## config.mk

```make
export PLATFORM = sky130hd
export DESIGN_NAME = msi_rx
export DESIGN_NICKNAME = d
export VERILOG_FILES = /design/src/rtl/msi_rx_pkg.sv /design/src/rtl/msi_rx_cfg.sv /design/src/rtl/msi_rx_match.sv /design/src/rtl/msi_rx_vec.sv /design/src/rtl/msi_rx.sv
export SDC_FILE = /design/constraint.sdc
export NUM_CORES = 1
export LEC_CHECK = 0
export BUFFER_PORTS_ARGS = -buffer_cell sky130_fd_sc_hd__buf_2
export CORE_AREA = 2 2 137 106
export CTS_CLUSTER_SIZE = 30
export DETAILED_ROUTE_END_ITERATION = 16
export DIE_AREA = 0 0 139 108
export HOLD_SLACK_MARGIN = 0.02
export PLACE_DENSITY = 0.82
export SLEW_MARGIN = 40
export SYNTH_ARGS = -nofsm -noshare
export SYNTH_HDL_FRONTEND = slang
export SYNTH_SLANG_ARGS = --single-unit
```

## constraint.sdc

```tcl
create_clock -name clk_i -period 5.89 [get_ports clk_i]
set_clock_uncertainty 0.15 [all_clocks]
set_input_delay 0.2945 -clock clk_i [delete_from_list [all_inputs] [get_ports clk_i]]
set_output_delay 0.2945 -clock clk_i [all_outputs]
set_load 0.005 [all_outputs]
```

## src/rtl/msi_rx_pkg.sv

```systemverilog
package msi_rx_pkg;

    localparam int ADDR_W = 64;
    localparam int WORD_W = 32;
    localparam int HALF_W = WORD_W / 2;
    localparam int SEL_W  = 3;

    typedef enum logic [SEL_W-1:0] {
        SEL_TGT_LO  = 3'd0,
        SEL_TGT_HI  = 3'd1,
        SEL_PATTERN = 3'd2,
        SEL_ACK     = 3'd3,
        SEL_MSK_SET = 3'd4,
        SEL_MSK_CLR = 3'd5
    } reg_sel_e;

    typedef struct packed {
        logic              en;
        logic [ADDR_W-2:0] tgt;
        logic [HALF_W-1:0] cmp_mask;
        logic [HALF_W-1:0] cmp_val;
    } rx_cfg_t;

    typedef struct packed {
        logic              vld;
        logic [ADDR_W-1:0] addr;
        logic [WORD_W-1:0] data;
    } rx_msg_t;

    function automatic logic data_hit(input logic [HALF_W-1:0] d,
                                      input logic [HALF_W-1:0] m,
                                      input logic [HALF_W-1:0] v);
        return (d & m) == v;
    endfunction

endpackage

```

## src/rtl/msi_rx_cfg.sv

```systemverilog
module msi_rx_cfg
    import msi_rx_pkg::*;
#(
    parameter int NVEC = 32
) (
    input  logic              clk_i,
    input  logic              rst_i,
    input  logic              we_i,
    input  logic [SEL_W-1:0]  sel_i,
    input  logic [WORD_W-1:0] wdata_i,
    output rx_cfg_t           cfg_o,
    output logic [NVEC-1:0]   ack_o,
    output logic [NVEC-1:0]   mset_o,
    output logic [NVEC-1:0]   mclr_o
);
    logic [WORD_W-1:0] lo_q, hi_q, pat_q;
    reg_sel_e          sel;

    assign sel = reg_sel_e'(sel_i);

    always_ff @(posedge clk_i) begin
        if (rst_i) begin
            lo_q  <= '0;
            hi_q  <= '0;
            pat_q <= '0;
        end else if (we_i) begin
            case (sel)
                SEL_TGT_LO:  lo_q  <= wdata_i;
                SEL_TGT_HI:  hi_q  <= wdata_i;
                SEL_PATTERN: pat_q <= wdata_i;
                default: ;
            endcase
        end
    end

    always_comb begin
        cfg_o.en       = lo_q[0];
        cfg_o.tgt      = {hi_q, lo_q[WORD_W-1:1]};
        cfg_o.cmp_mask = pat_q[WORD_W-1:HALF_W];
        cfg_o.cmp_val  = pat_q[HALF_W-1:0];
    end

    assign ack_o  = (we_i && sel == SEL_ACK)     ? wdata_i[NVEC-1:0] : '0;
    assign mset_o = (we_i && sel == SEL_MSK_SET) ? wdata_i[NVEC-1:0] : '0;
    assign mclr_o = (we_i && sel == SEL_MSK_CLR) ? wdata_i[NVEC-1:0] : '0;

endmodule

```

## src/rtl/msi_rx_match.sv

```systemverilog
module msi_rx_match
    import msi_rx_pkg::*;
#(
    parameter int NVEC = 32,
    localparam int VEC_W = $clog2(NVEC)
) (
    input  logic            clk_i,
    input  logic            rst_i,
    input  rx_cfg_t         cfg_i,
    input  rx_msg_t         msg_i,
    output logic [NVEC-1:0] set_o
);
    logic             addr_ok, pat_ok, accept;
    logic [VEC_W-1:0] idx;
    logic [NVEC-1:0]  dec;

    assign addr_ok = msg_i.addr[ADDR_W-1:1] == cfg_i.tgt;
    assign pat_ok  = data_hit(msg_i.data[HALF_W-1:0], cfg_i.cmp_mask, cfg_i.cmp_val);
    assign accept  = msg_i.vld && cfg_i.en && addr_ok && pat_ok;
    assign idx     = msg_i.data[VEC_W-1:0];

    for (genvar k = 0; k < NVEC; k++) begin : g_dec
        assign dec[k] = (idx == VEC_W'(k));
    end

    assign set_o = accept ? dec : '0;

    // one message selects at most one vector
    p_one_vec_r5: assert property (@(posedge clk_i) disable iff (rst_i)
        $onehot0(set_o));

    // nothing is accepted while the enable bit is low
    p_disabled_r2: assert property (@(posedge clk_i) disable iff (rst_i)
        !cfg_i.en |-> set_o == '0);

endmodule

```

## src/rtl/msi_rx_vec.sv

```systemverilog
module msi_rx_vec #(
    parameter int NVEC = 32
) (
    input  logic            clk_i,
    input  logic            rst_i,
    input  logic [NVEC-1:0] set_i,
    input  logic [NVEC-1:0] ack_i,
    input  logic [NVEC-1:0] mset_i,
    input  logic [NVEC-1:0] mclr_i,
    output logic [NVEC-1:0] status_o,
    output logic [NVEC-1:0] mask_o,
    output logic            irq_o
);
    logic [NVEC-1:0] st_q, msk_q;

    always_ff @(posedge clk_i) begin
        if (rst_i) begin
            st_q  <= '0;
            msk_q <= '1;
        end else begin
            for (int k = 0; k < NVEC; k++) begin
                if (set_i[k])      st_q[k] <= 1'b1;
                else if (ack_i[k]) st_q[k] <= 1'b0;
                if (mset_i[k])      msk_q[k] <= 1'b1;
                else if (mclr_i[k]) msk_q[k] <= 1'b0;
            end
        end
    end

    assign status_o = st_q;
    assign mask_o   = msk_q;
    assign irq_o    = |(st_q & ~msk_q);

    // every vector set by a message is pending next cycle, acknowledge or not
    p_set_lands_r10: assert property (@(posedge clk_i) disable iff (rst_i)
        (set_i != '0) |=> ((st_q & $past(set_i)) == $past(set_i)));

    // a pending bit falls only when acknowledged
    p_no_spurious_clear_r7: assert property (@(posedge clk_i) disable iff (rst_i)
        1'b1 |=> ((($past(st_q) & ~$past(ack_i)) & ~st_q) == '0));

    // a mask-set write always takes effect
    p_mask_set_r8: assert property (@(posedge clk_i) disable iff (rst_i)
        (mset_i != '0) |=> ((msk_q & $past(mset_i)) == $past(mset_i)));

endmodule

```

## src/rtl/msi_rx.sv

```systemverilog
module msi_rx
    import msi_rx_pkg::*;
#(
    parameter int NVEC = 32
) (
    input  logic              clk_i,
    input  logic              rst_i,
    input  logic              cfg_we_i,
    input  logic [SEL_W-1:0]  cfg_sel_i,
    input  logic [WORD_W-1:0] cfg_wdata_i,
    input  logic              msg_vld_i,
    input  logic [ADDR_W-1:0] msg_addr_i,
    input  logic [WORD_W-1:0] msg_data_i,
    output logic [NVEC-1:0]   status_o,
    output logic [NVEC-1:0]   mask_o,
    output logic              irq_o
);
    rx_cfg_t         cfg;
    rx_msg_t         msg;
    logic [NVEC-1:0] ack, mset, mclr, setv;

    assign msg.vld  = msg_vld_i;
    assign msg.addr = msg_addr_i;
    assign msg.data = msg_data_i;

    msi_rx_cfg #(.NVEC(NVEC)) u_cfg (
        .clk_i(clk_i), .rst_i(rst_i), .we_i(cfg_we_i), .sel_i(cfg_sel_i),
        .wdata_i(cfg_wdata_i), .cfg_o(cfg), .ack_o(ack), .mset_o(mset), .mclr_o(mclr)
    );

    msi_rx_match #(.NVEC(NVEC)) u_match (
        .clk_i(clk_i), .rst_i(rst_i), .cfg_i(cfg), .msg_i(msg), .set_o(setv)
    );

    msi_rx_vec #(.NVEC(NVEC)) u_vec (
        .clk_i(clk_i), .rst_i(rst_i), .set_i(setv), .ack_i(ack),
        .mset_i(mset), .mclr_i(mclr), .status_o(status_o), .mask_o(mask_o), .irq_o(irq_o)
    );

    // the line never rises with nothing pending
    p_irq_needs_src_r9: assert property (@(posedge clk_i) disable iff (rst_i)
        irq_o |-> status_o != '0);

    // first cycle out of reset shows the cleared, fully masked state
    p_reset_state_r1: assert property (@(posedge clk_i) disable iff (rst_i)
        $past(rst_i) |-> (status_o == '0 && mask_o == '1 && !irq_o));

endmodule

```

Word level (Yosys, flattened, before mapping)
Index checks and enable logic that the tools add are counted.
- output and inout bits: 65
- register bits: 160
- reduce and logical (&&, ||, !) cells: 76
- equal/unequal tests: 38
- bitwise operators: 3
- multiplexer cells: 68
- operator list (operator ; number):
    $mux 32 ; 4
    $eq 5x5->1 const B ; 16
    $mux 1 ; 64
    $reduce_bool 2->1 ; 32
    $reduce_or 2->1 ; 32
    $eq 63x63->1 ; 1
    $eq 5x4->1 const B ; 8
    $and 32x32->32 ; 1
    $not 32->32 ; 1
    $reduce_or 32->1 ; 1
    $eq 5x3->1 const B ; 4
    $and 16x16->16 ; 1
    $eq 16x16->1 ; 1
    $eq 5x2->1 const B ; 2
    $eq 3x2->1 const B ; 2
    $eq 3x3->1 const B ; 2
    $logic_and 1x1->1 ; 6
    $reduce_and 2->1 ; 3
    $eq 5x1->1 const B ; 1
    $logic_not 5->1 ; 1
    $eq 3x1->1 const B ; 1
    $logic_not 3->1 ; 1

Longest topological paths before layout
Gate-level depths: netlist (run 1).
- depth after elaboration: 5
- depth in mapped cells: 8
- mapped depth without buffers: 6

Modules after synthesis
From an unflattened synthesis (run 1), not the netlist that was laid out.
- cell total of the unflattened synthesis: 999
- area, all modules: 8697.1 sq um
- by module, submodules not included (module ; cells each ; area each (sq um) ; instances):
    msi_rx_cfg ; 459 ; 4540.6 ; 1
    msi_rx_vec ; 284 ; 2277.2 ; 1
    msi_rx_match ; 256 ; 1879.3 ; 1

Worst setup path before layout (run 1)
Ideal clock, no wire load.
- path kind: input -> register
- start: in msg_addr_i[57]
- end: reg u_vec.st_q[10], in the netlist u_vec.status_o[10]
- setup slack: 3826 ps
- path buffers: 1
- data required time: 5644 ps
- data arrival time: 1819 ps
- setup time: 96 ps
- cell stages on the path: 7
- cell sequence: nor2b_1 -> a2111oi_2 -> nand4_1 -> nor4_2 -> nand4_2 -> buf_4 -> o41ai_2
- cells in the longest elaborated chain, start to end: 5
- elaborated cells between the ends (all ways): 6
- ends and longest elaborated chain (item ; RTL line ; RTL):
    start: declaration ; msi_rx.sv:12 ; input logic [ADDR_W-1:0] msg_addr_i,
    $eq 63x63->1 (*) ; msi_rx_match.sv:17 ; assign addr_ok = msg_i.addr[ADDR_W-1:1] == cfg_i.tgt;
    $logic_and 1x1->1 (*) (2 in a row) ; msi_rx_match.sv:19 ; assign accept = msg_i.vld && cfg_i.en && addr_ok && pat_ok;
    $mux 32 (*) ; msi_rx_match.sv:26 ; assign set_o = accept ? dec : '0;
    $mux 1 or $reduce_bool 2->1 (tied branches) ; -- ;
    end signal: assignment ; msi_rx_vec.sv:18 ; st_q <= '0;
    end signal: indexed assignment ; msi_rx_vec.sv:22 ; if (set_i[k]) st_q[k] <= 1'b1;
    end signal: indexed assignment ; msi_rx_vec.sv:23 ; else if (ack_i[k]) st_q[k] <= 1'b0;
    end: declaration ; msi_rx_vec.sv:14 ; logic [NVEC-1:0] st_q, msk_q;
Every way passes the cells marked *; elsewhere a longest branch is shown, timed or not.
A chain may end at the register's enable or synchronous reset.

Worst setup path after layout (run 1)
- start: reg u_cfg.lo_q[30]
- end: reg u_vec.st_q[6], in the netlist u_vec.status_o[6]
- cells in the longest elaborated chain, start to end: 5
- elaborated cells between the ends (all ways): 6
- ends and longest elaborated chain (item ; RTL line ; RTL):
    start: declaration ; msi_rx_cfg.sv:16 ; logic [WORD_W-1:0] lo_q, hi_q, pat_q;
    start signal: assignment ; msi_rx_cfg.sv:28 ; SEL_TGT_LO: lo_q <= wdata_i;
    $eq 63x63->1 (*) ; msi_rx_match.sv:17 ;
    $logic_and 1x1->1 (*) (2 in a row) ; msi_rx_match.sv:19 ;
    $mux 32 (*) ; msi_rx_match.sv:26 ;
    $mux 1 or $reduce_bool 2->1 (tied branches) ; -- ;
Marks and branches as above.

==> results.cfg, run 1 <==
[logic_synthesis]
synth_nets = 1009
syn_area_sq_um = 7406
syn_area_per_cell_sq_um = 8.474
synth_edf_count = 0
ys_seq_area_share_pct = 43.25
synth_seq_cells = 160
yosys_warnings = 0
ys_types = 38
netlist_instances = 874
async_flop_share_pct = 0
ys.flop_type = dfxtp_1

[power]
ir_drop_mv = 0.2120
pwr-share-clk_pct = 45.5
p_int_mw = 1.822
p_per_area_nw_per_um2 = 270.6
comb_power_share_pct = 8.5
power.switching_mw = 0.6033
p_leak_nw = 3.392
seqPwrFrac_pct = 46.0
switching_share_pct = 24.88

[clock_network]
cts_resized = 0
ctsHoldBuffers = 0
cts_tree = yes
root_buffer = clkbuf_16
cts_buffers = 17
clkLatencyLatePin_ps = 430
post_cts_buffers = 0
path_clk_slew_ps = 60
clock_path_buffers = 2
cts_sinks = 160
htreeDepth = 4

[worst_setup_path]
crit_family = simple AND/OR/NAND/NOR gates
worstPathRequired_ps = 6040
end_kind = flip-flop
critPathKind = flip-flop to flip-flop
arrival_ps = 2910
critPathBufInv = 1
start_kind = flip-flop
cp_cell_sequence = xnor2_1, nand4_1, nor4_1, nand4_2, buf_4, o41ai_2
critPathMaxStageDelay_ps = 800
r2r_slack_ps = 3130
slowest_stage = nor4_1
crit_path_max_fanout = 32

[finish]
syn2layout_area_growth_pct = 21.00
fillers = 1109
antenna_cells = 0
layout_common_cells = 247 x nand2_1, 181 x buf_2, 160 x dfxtp_1
layout-drive-gt1-share_pct = 26.71
final_common_cell = nand2_1
final_cells = 1212
nNetsFinal = 1159

[grt]
grt_usage_pct = 31.52
overflow = 0
grt_pass1_vias = 6543
grt_pass1_wl_um = 36250
antenna_found_initial = 0
grt_max_degree = 84

[route]
wl_per_cell_um = 20.00
num_vias = 7241
routed_wl_um = 24240
drt_iter0_markers = 869
first_pass_iters = 5
via_per_inst = 5.974
drc = 0
antenna_left = 0

[placed_design]
gp_congestion = 0.9549
port_buffers = 182
dp_hpwl_um = 16760
dp_cells = 1179

[floorplan]
fp.coreArea_sq_um = 13520
start_util_pct = 54.79
die_y_um = 108
io_pins = 200
die_area_sq_um = 15010
num_rows = 37
die_x_um = 139

[timing]
relSlewSlack_pct = 44.18
tightest_slew_ps = 829.6
final-setup-viol-count = 0
period_minus_slack_ps = 2756
fmax_mhz = 362.8
finalCritPeriodShare_pct = 46.80
drv_slew = 0
hold_viol_final = 0
rsz0062_at_grt = no
fin_setup_tns_ps = 0

[hold_path]
hold_path.class = primary input to flip-flop

[job]
max_cap_violations = 0

[outcome]
status = finished, final reports clean
[cell type report]
class / count / area, sq um / area share [%]
clock inverter: 13 / 135.1 / 1.508
inverter: 54 / 202.7 / 2.262
clock buffer: 19 / 452.9 / 5.054
multi-input combinational: 599 / 3747 / 41.82
sequential: 160 / 3203 / 35.74
tap: 175 / 219.0 / 2.443
timing repair buffer: 192 / 1001 / 11.17
[cells in the mapped netlist (15+ instances only)]
cell	instances	share of area (%)
nand4_1	15	1.3
dfxtp_1	160	43
xor2_1	21	2.5
nor2b_1	19	1.6
a21oi_1	96	6.5
inv_1	51	2.6
xnor2_1	33	3.9
nand2_1	247	13
o22ai_1	22	1.9
clkbuf_1	51	2.6
a211o_1	29	3.4
a221o_1	33	4.5
o41ai_2	31	6.8
[metrics by stage]
| stage | setup WS [ps] | hold WS [ps] | power (mW) | instance area, sq um | util (%) |
|---|---|---|---|---|---|
| after floorplan | 3826 | 280.5 | 1.231 | 7406 | - |
| after global placement | 3289 | 291.8 | 1.334 | 8352 | 61.78 |
| after detailed placement | 3242 | 297.1 | 1.337 | 8353 | 61.79 |
| after CTS | 3257 | 26.19 | 2.415 | 8941 | 66.14 |
| after global routing | 3098 | 38.81 | 2.489 | 8961 | 66.29 |
| final | 3134 | 34.96 | 2.425 | 8961 | 66.29 |
[state kept, by name (all words and copies together) (netlist names)]
| register | cells |
|---|---|
| u_cfg.pat_q | 32 |
| u_cfg.lo_q | 32 |
| u_vec.status_o | 32 |
| u_vec.mask_o | 32 |
| u_cfg.hi_q | 32 |
[tightest hold or removal path, stage by stage]
cell     delay (ps)
buf_2           150
nand2_1          70
a21oi_1          50
[final timing paths]
kind,startpoint,endpoint,cells after the start
max reg2reg,u_cfg.lo_q[30],u_vec.status_o[6],6
min,cfg_wdata_i[21],u_cfg.hi_q[21],3
min reg2reg,u_cfg.pat_q[23],u_cfg.pat_q[23],2
max,u_cfg.lo_q[30],u_vec.status_o[6],6
[power by group through the flow]
stage	Sequential [mW]	Combinational (mW)	Clock (mW)
final	1.12	0.207	1.10
after global routing	1.12	0.220	1.15
after CTS	1.11	0.200	1.10
after detailed placement	1.14	0.198	0
after global placement	1.14	0.196	0
after floorplan	1.14	0.0959	0
[layer usage]
metal	global-route usage [%]	share of wire, %
met1	44.89	43
met2	47.22	42
met3	8.415	12
met4	9.235	2.6
met5	0	0
[kinds of logic (layout without fill, tap and decap cells)]
logic type             after synthesis  in the layout  synth area share, %
XOR/XNOR                            54             54                6.386
AO/OA/AOI/OAI                      224            224                25.09
buffers and inverters              115            278                6.403
AND/OR/NAND/NOR                    321            321                18.87
flip-flops                         160            160                43.25
Note: power is estimated with default switching activity, not from simulation.
==> inputs of run 2 (changes only) <==
Settings changed: CORE_AREA 2 2 137 106 to 2 2 147 113, DIE_AREA 0 0 139 108 to 0 0 149 115, PLACE_DENSITY 0.82 to 0.76.
Clock period 5.89 ns to 2.5 ns, I/O delays scaled along.
==> results.cfg, run 2 (synthesized netlist as in run 1, its figures left out) <==
[outcome]
status = finished, final reports clean

[timing]
relSlewSlack_pct = 53.09
fmax_mhz = 423.9
period_minus_slack_ps = 2359
timing.final.ws_setup_ps = 141.0
final-setup-viol-count = 0
tightest_slew_ps = 701.6
hold_viol_final = 0
fin_setup_tns_ps = 0
drv_slew = 0
holdWs_ps = 73.16
rsz0062_at_grt = no
finalCritPeriodShare_pct = 94.36

[route]
via_per_inst = 5.641
routed_wl_um = 24600
first_pass_iters = 8
wl_per_cell_um = 19.19
drc = 0
drt_iter0_markers = 833
num_vias = 7232
antenna_left = 0

[finish]
antenna_cells = 0
final_core_util_pct = 59.86
final_common_cell = nand2_1
fin_area_sq_um = 9408
syn2layout_area_growth_pct = 27.03
layout-drive-gt1-share_pct = 26.03
layout_common_cells = 247 x nand2_1, 181 x buf_2, 160 x dfxtp_1
nNetsFinal = 1194
final_cells = 1282

[placed_design]
gp_congestion = 0.9155
dp_cells = 1217
postPlaceCellArea_sq_um = 8456
dp_hpwl_um = 17130
port_buffers = 182
dp_slack_ps = 158.1

[floorplan]
start_util_pct = 47.13
die_y_um = 115
die_x_um = 149
num_rows = 40
io_pins = 200
fp.coreArea_sq_um = 15720
die_area_sq_um = 17140

[grt]
grt_max_degree = 87
antenna_found_initial = 2
overflow = 0
grt_pass1_vias = 6425
grt_usage_pct = 28.28
grt_pass1_wl_um = 36340

[worst_setup_path]
crit_path_max_fanout = 32
start_kind = flip-flop
end_kind = flip-flop
critPathKind = flip-flop to flip-flop
r2r_slack_ps = 140
arrival_ps = 2530
worstPathRequired_ps = 2670
reg2regPathDepth = 7
critPathMaxStageDelay_ps = 390
cp_cell_sequence = nor2b_1, a2111oi_2, nand4_1, nor4_2, nand4_2, buf_12, o41ai_2
slowest_stage = a2111oi_2

[power]
ir_drop_mv = 0.4707
p_leak_nw = 3.567
p_per_area_nw_per_um2 = 623.5
power_mw = 5.866

[clock_network]
root_buffer = clkbuf_16
path_clk_slew_ps = 60
post_cts_buffers = 0
cts_sinks = 160
htreeDepth = 4
cts_buffers = 17
clkLatencyLatePin_ps = 430
cts_tree = yes
clock_path_buffers = 2

[job]
max_cap_violations = 0

[hold_path]
hold_depth = 3
hold_path.class = primary input to flip-flop
[run 2: per-layer routing]
| metal | GRT usage, % | vias up | share of wire (%) |
|---|---|---|---|
| met3 | 5.913 | 41 | 11 |
| met4 | 8.762 | 4 | 2.1 |
| met2 | 42.61 | 389 | 43 |
| li1 | - | 3415 | - |
| met5 | 0 | - | 0.085 |
| met1 | 40.76 | 3383 | 44 |
[run 2: timing repair]
item / CTS / global route
endpoints found under the setup margin: 0 / 28
hold endpoints to repair: 150 / 0
hold buffers: 33 / 0
resized for setup: 0 / 1
[run 2: worst max-delay path: cells and delay by family (launching register included)]
family	cells	cell delay, ps
compound gates	2	740
buf+inv	1	220
flops	1	320
simple gates	4	820
[run 2: power by group]
group          switching [mW]  internal [mW]  total, mW  leakage (nW)
Clock                    1.04           1.67       2.71         0.304
Sequential             0.0338           2.59       2.63          1.29
Combinational           0.319          0.210      0.530          1.97
Total                    1.40           4.47       5.87          3.57
[run 2: path summary, 6_finish.rpt]
path,startpoint,endpoint
max,u_cfg.hi_q[8],u_vec.status_o[4]
min,msg_data_i[4],u_vec.status_o[19]
max reg2reg,u_cfg.hi_q[8],u_vec.status_o[4]
min reg2reg,u_cfg.pat_q[27],u_cfg.pat_q[27]
[run 2: area by class of cell]
type	instances	area [sq um]
clock inverter	11	135.1
sequential	160	3203
inverter	54	202.7
multi-input combinational	599	3752
clock buffer	21	480.5
fill	1405	6307
timing repair buffer	227	1371
tap	210	262.8
